<file path="config.mk">
export PLATFORM = sky130hd
export DESIGN_NAME = wdog_pin_rstgen
export DESIGN_NICKNAME = d
export VERILOG_FILES = /design/src/rtl/rstgen_pkg.sv /design/src/rtl/rstgen_pin_or.sv /design/src/rtl/rstgen_wdog.sv /design/src/rtl/wdog_pin_rstgen.sv
export SDC_FILE = /design/constraint.sdc
export NUM_CORES = 1
export LEC_CHECK = 0
export ABC_AREA = 1
export CAP_MARGIN = 15
export CORE_AREA = 2 2 39 41
export DETAILED_ROUTE_END_ITERATION = 8
export DIE_AREA = 0 0 41 43
export DONT_BUFFER_PORTS = 1
export GPL_TIMING_DRIVEN = 0
export PLACE_DENSITY = 0.39
export SLEW_MARGIN = 25
export SYNTH_ARGS = -nofsm -noshare
export SYNTH_HDL_FRONTEND = slang
export SYNTH_SLANG_ARGS = --single-unit
</file>
<file path="constraint.sdc">
create_clock -name clk -period 1.16 [get_ports clk]
set_input_delay 0.058 -clock clk [delete_from_list [all_inputs] [get_ports clk]]
set_output_delay 0.058 -clock clk [all_outputs]
set_load 0.005 [all_outputs]
</file>
<file path="src/rtl/rstgen_pkg.sv">
package rstgen_pkg;
   typedef enum logic [1:0] {
      SEL_LOW  = 2'b00,
      SEL_PIN  = 2'b01,
      SEL_INV  = 2'b10,
      SEL_HIGH = 2'b11
   } pin_sel_e;
endpackage

</file>
<file path="src/rtl/rstgen_pin_or.sv">
module rstgen_pin_or #(
   parameter int NUM_PINS = 4
) (
   input  logic [NUM_PINS-1:0]   pins_i,
   input  logic [2*NUM_PINS-1:0] opt_i,
   output logic                  req_o
);
   import rstgen_pkg::*;

   if (NUM_PINS < 1) begin : g_bad_pins
      $error("rstgen_pin_or: NUM_PINS must be at least 1");
   end

   logic [NUM_PINS-1:0] term;

   // One 4-way selector per pin
   for (genvar i = 0; i < NUM_PINS; i++) begin : g_pin
      pin_sel_e sel;
      assign sel = pin_sel_e'(opt_i[2*i +: 2]);
      always_comb begin
         case (sel)
            SEL_LOW:  term[i] = 1'b0;
            SEL_PIN:  term[i] = pins_i[i];
            SEL_INV:  term[i] = ~pins_i[i];
            default:  term[i] = 1'b1;
         endcase
      end
   end

   assign req_o = |term;
endmodule

</file>
<file path="src/rtl/rstgen_wdog.sv">
module rstgen_wdog #(
   parameter int CNT_W = 2
) (
   input  logic             clk,
   input  logic             rst_n,
   input  logic             sys_rst_i,
   input  logic             tick_i,
   input  logic             wr_en_i,
   input  logic             wr_clear_i,
   input  logic             wr_inhibit_i,
   output logic [CNT_W-1:0] count_o,
   output logic             req_o
);
   localparam logic [CNT_W-1:0] CNT_MAX = {CNT_W{1'b1}};

   if (CNT_W < 2) begin : g_bad_width
      $error("rstgen_wdog: CNT_W must be at least 2");
   end

   logic [CNT_W-1:0] count_q;
   logic             inhibit_q;
   logic             clear_wr;

   assign clear_wr = wr_en_i & wr_clear_i;

   always_ff @(posedge clk or negedge rst_n) begin
      if (!rst_n) begin
         inhibit_q <= 1'b0;
      end else if (sys_rst_i) begin
         inhibit_q <= 1'b0;
      end else if (wr_en_i) begin
         inhibit_q <= wr_inhibit_i;
      end
   end

   always_ff @(posedge clk or negedge rst_n) begin
      if (!rst_n) begin
         count_q <= '0;
      end else if (sys_rst_i || inhibit_q || clear_wr) begin
         count_q <= '0;
      end else if (tick_i && count_q != CNT_MAX) begin
         count_q <= count_q + 1'b1;
      end
   end

   assign count_o = count_q;
   assign req_o   = (count_q == CNT_MAX);

   assert_step_R1: assert property (@(posedge clk) disable iff (!rst_n)
      (tick_i && !inhibit_q && !sys_rst_i && !clear_wr && count_q != CNT_MAX)
      |=> (count_q == $past(count_q) + 1'b1));

   assert_clear_R3: assert property (@(posedge clk) disable iff (!rst_n)
      clear_wr |=> (count_q == '0));

   assert_inhibit_zero_R4: assert property (@(posedge clk) disable iff (!rst_n)
      inhibit_q |=> (count_q == '0));

   assert_rst_reenable_R5: assert property (@(posedge clk) disable iff (!rst_n)
      sys_rst_i |=> (count_q == '0 && !inhibit_q));
endmodule

</file>
<file path="src/rtl/wdog_pin_rstgen.sv">
module wdog_pin_rstgen #(
   parameter int CNT_W    = 2,
   parameter int NUM_PINS = 4
) (
   input  logic                  clk,
   input  logic                  rst_n,
   input  logic                  tick,
   input  logic                  wr_en,
   input  logic                  wr_clear,
   input  logic                  wr_inhibit,
   input  logic [NUM_PINS-1:0]   pins,
   input  logic [2*NUM_PINS-1:0] pin_opt,
   input  logic                  ext_rst,
   output logic [CNT_W-1:0]      wd_count,
   output logic                  sys_rst
);
   logic wd_req;
   logic pin_req;
   logic sys_rst_q;

   rstgen_wdog #(.CNT_W(CNT_W)) u_wdog (
      .clk          (clk),
      .rst_n        (rst_n),
      .sys_rst_i    (sys_rst_q),
      .tick_i       (tick),
      .wr_en_i      (wr_en),
      .wr_clear_i   (wr_clear),
      .wr_inhibit_i (wr_inhibit),
      .count_o      (wd_count),
      .req_o        (wd_req)
   );

   rstgen_pin_or #(.NUM_PINS(NUM_PINS)) u_pin_or (
      .pins_i (pins),
      .opt_i  (pin_opt),
      .req_o  (pin_req)
   );

   // Registered OR of all reset sources
   always_ff @(posedge clk or negedge rst_n) begin
      if (!rst_n) begin
         sys_rst_q <= 1'b1;
      end else begin
         sys_rst_q <= wd_req | pin_req | ext_rst;
      end
   end

   assign sys_rst = sys_rst_q;

   assert_wdog_fire_R2: assert property (@(posedge clk) disable iff (!rst_n)
      (wd_count == {CNT_W{1'b1}}) |=> sys_rst);

   assert_pin_reset_R7: assert property (@(posedge clk) disable iff (!rst_n)
      pin_req |=> sys_rst);

   assert_ext_reset_R8: assert property (@(posedge clk) disable iff (!rst_n)
      ext_rst |=> sys_rst);
endmodule

</file>
==> metrics.md <==
| Metric | Value |
|---|---|
| Post-synth top cells | `15 x nand2_1, 9 x inv_1, 4 x nor2_1` |
| Post-route ant nets | `0` |
| Tot Pwr | `~380 µW` |
| CORE AREA | `roughly 1400 µm²` |
| Post-CTS setup buffers | `0` |
| Asr flop ratio synth | `1.00` |
| Post-synth top area share | `0.280` |
| VDD IR max | `217 µV` |
| Setup TNS | `0 ps` |
| Clock-pin slew on the worst setup and hold paths | `50 ps` |
| Number of global-route vias before repair | `around 270` |
| Worst-Margin Slew | `199 ps` |
| EDFF count, synth | `0` |
| Worst Path Buf+Inv | `2` |
| CP Cell Sequence | `ha_2, inv_1, nand2_2, inv_2, nand2_1, a21oi_1` |
| Synthesized area | `roughly 270 µm²` |
| Top delay family on crit path | `flip-flops` |
| Pwr Density | `1080 nW/µm²` |
| Synth area leaders | `dfrtp_1 28%, nand2_1 21%, inv_1 13%` |
| Final Net Count | `70` |
| CP arrival | `1210 ps` |
| Count leader, synth | `nand2_1` |
| Leak pwr | `0.000186 µW` |
| Chip width | `slightly above 40 µm` |
| Vias | `~260` |
| Grt ovf | `0` |
| GRT Total Usage | `0.0775` |
| Fin crit period | `approximately 1100 ps` |
| Seq/Total Area, Yosys | `0.379` |
| Clock buffer depth | `2` |
| Dominant synthesized flop cell | `dfrtp_1` |
| Post-synth top area cell | `dfrtp_1` |
| Startpoint types | `flip-flop` |
| Final wirelength | `545 µm` |
| Placed cells | `slightly below 60` |
| Filler Cell Count | `160` |
| Ant diodes | `0` |
| Detail Placement HPWL | `451 µm` |
| Worst-Skew Late Latency | `around 240 ps` |
| Finish-stage setup viols | `0` |
| First-pass DRT Iterations | `4` |
| Unrepaired setup endpoints after global routing | `no` |
| Gpl congestion | `approximately 0.54` |
| Clock Tree Root | `clkbuf_4` |
| Register Area | `103 µm²` |
| Clk_skew | `10.6 ps` |
| Via-to-Cell Ratio | `between 4 and 5` |
| Maximum number of pins on one net before global-route repair | `5` |
| Worst hold path class | `primary input to flip-flop` |
| CTS Buf Count | `3` |
| Pins Over Slew Limit | `0` |
| Area growth syn-to-layout | `29.9%` |
| Placed Area | `between 200 and 300 µm²` |
| DIE AREA | `1760 µm²` |
| Synthesized net count | `62` |
| H-tree level count | `1` |
| Die H | `~43 µm` |
| Reg2reg setup slack | `110 ps` |
| Final non-filler cell area | `around 350 µm²` |
| Number of synthesized register bits | `4` |
| WS Path Type | `flip-flop to flip-flop` |
| Status | `finished clean` |
| 1st-iter DRT viols | `5` |
| Final hold vios | `0` |
| First-pass GRT wire length | `between 800 and 900 µm` |
| Area of the multi-input gates | `131 µm²` |
| # DRC | `0` |
| Cell Count, Final, Fillers Out | `65` |
| Starting Density | `0.193` |
| Num rows | `14` |
| Synth unique cells | `12` |
| Slowest stage cell on the critical path | `dfrtp_2` |
| Syn_area_per_cell | `between 6 and 7 µm²` |
| Maxcap violations | `0` |
| Fmax | `949 MHz` |
| Final period utilization | `0.909` |
| Sink Count | `4` |
| Ports | `22` |
| CP endpoint kind | `flip-flop` |
| CTS tree | `built` |
| Port Buffer Count | `0` |
| Ys Warns | `0` |
| Max incr delay on CP | `roughly 430 ps` |
| Critical Path RT | `1310 ps` |
| Initial antenna violation count | `0` |
| Layout cells sized above 1 | `0.184` |
| Rel. slew slack | `0.866` |
| Mean routed wirelength per cell | `between 8 and 9 µm` |
| Crit Path Max Fanout | `4` |
| Mapped Cells | `42` |
-- repair_timing --
item                                   4_1_cts  5_1_grt
endpoints found under the hold margin        5        0
resized for setup                            0        2
hold buffers                                 3        0
setup endpoints to repair                    0        3
-- path summary, 6_finish.rpt --
kind	startpoint	cells past startpoint	endpoint
worst max-delay path	u_wdog.count_o[0]	6	u_wdog.count_o[1]
worst min-delay path	pins[2]	2	sys_rst
worst max register to register	u_wdog.count_o[0]	6	u_wdog.count_o[1]
worst min register to register	u_wdog.inhibit_q	2	u_wdog.inhibit_q
max in group asynchronous	rst_n	1	sys_rst
min in group asynchronous	rst_n	1	u_wdog.inhibit_q
-- cell families after synthesis --
family,Yosys count,synth area share
AOI/OAI and AO/OA,3,0.0654
adders and majority gates,1,0.0467
buffers and inverters,10,0.140
and+or+nand+nor,24,0.369
DFF,4,0.379
-- metal layers --
| layer | vias to the layer above | wire, µm | global-route usage |
|---|---|---|---|
| met5 | - | 0 | 0 |
| met4 | 0 | 0 | 0.0800 |
| met3 | 0 | 45 | 0.0314 |
| met2 | 14 | 306 | 0.125 |
| met1 | 113 | 193 | 0.0617 |
| li1 | 137 | - | - |
-- report_power, final --
group | internal (µW) | switching, µW
Combinational | 18.6 | 19.1
Sequential | 143 | 1.74
Clock | 130 | 65.0
-- registers in the layout (all words and copies together), names as in the netlist --
signal	count
u_wdog.inhibit_q	1
u_wdog.count_o	2
sys_rst	1
-- cell type report --
type,instances,share of cell area
Clock buffer,4,0.0755
Timing Repair Buffer,3,0.0863
Sequential cell,4,0.295
Multi-Input combinational cell,28,0.378
Tap cell,16,0.0576
Inverter,10,0.108
-- placed cells by master, fill, tap and decap left out --
master	Yosys	routed
inv_2	1	1
o21ai_0	1	1
nand2_2	2	2
dfrtp_1	3	2
nor2_1	4	4
dfrtp_2	0	1
ha_2	0	1
nand2_1	15	15
a21oi_1	1	1
clkbuf_1	0	1
nand3_1	3	3
dlygate4sd3_1	0	3
inv_1	9	9
clkbuf_4	0	3
dfstp_2	1	1
o31ai_1	1	1
-- through the flow --
stage | setup WS, ps | util | hold WS (ps)
CTS | 42.5 | 0.249 | 4.47
detailed placement | 59.8 | 0.208 | -237
global route | 8.28 | 0.251 | 32.4
global placement | 69.0 | 0.208 | -238
floorplan | 147 | - | -238
finish | 106 | 0.251 | 3.19
Note: power is estimated with default switching activity, not from simulation.
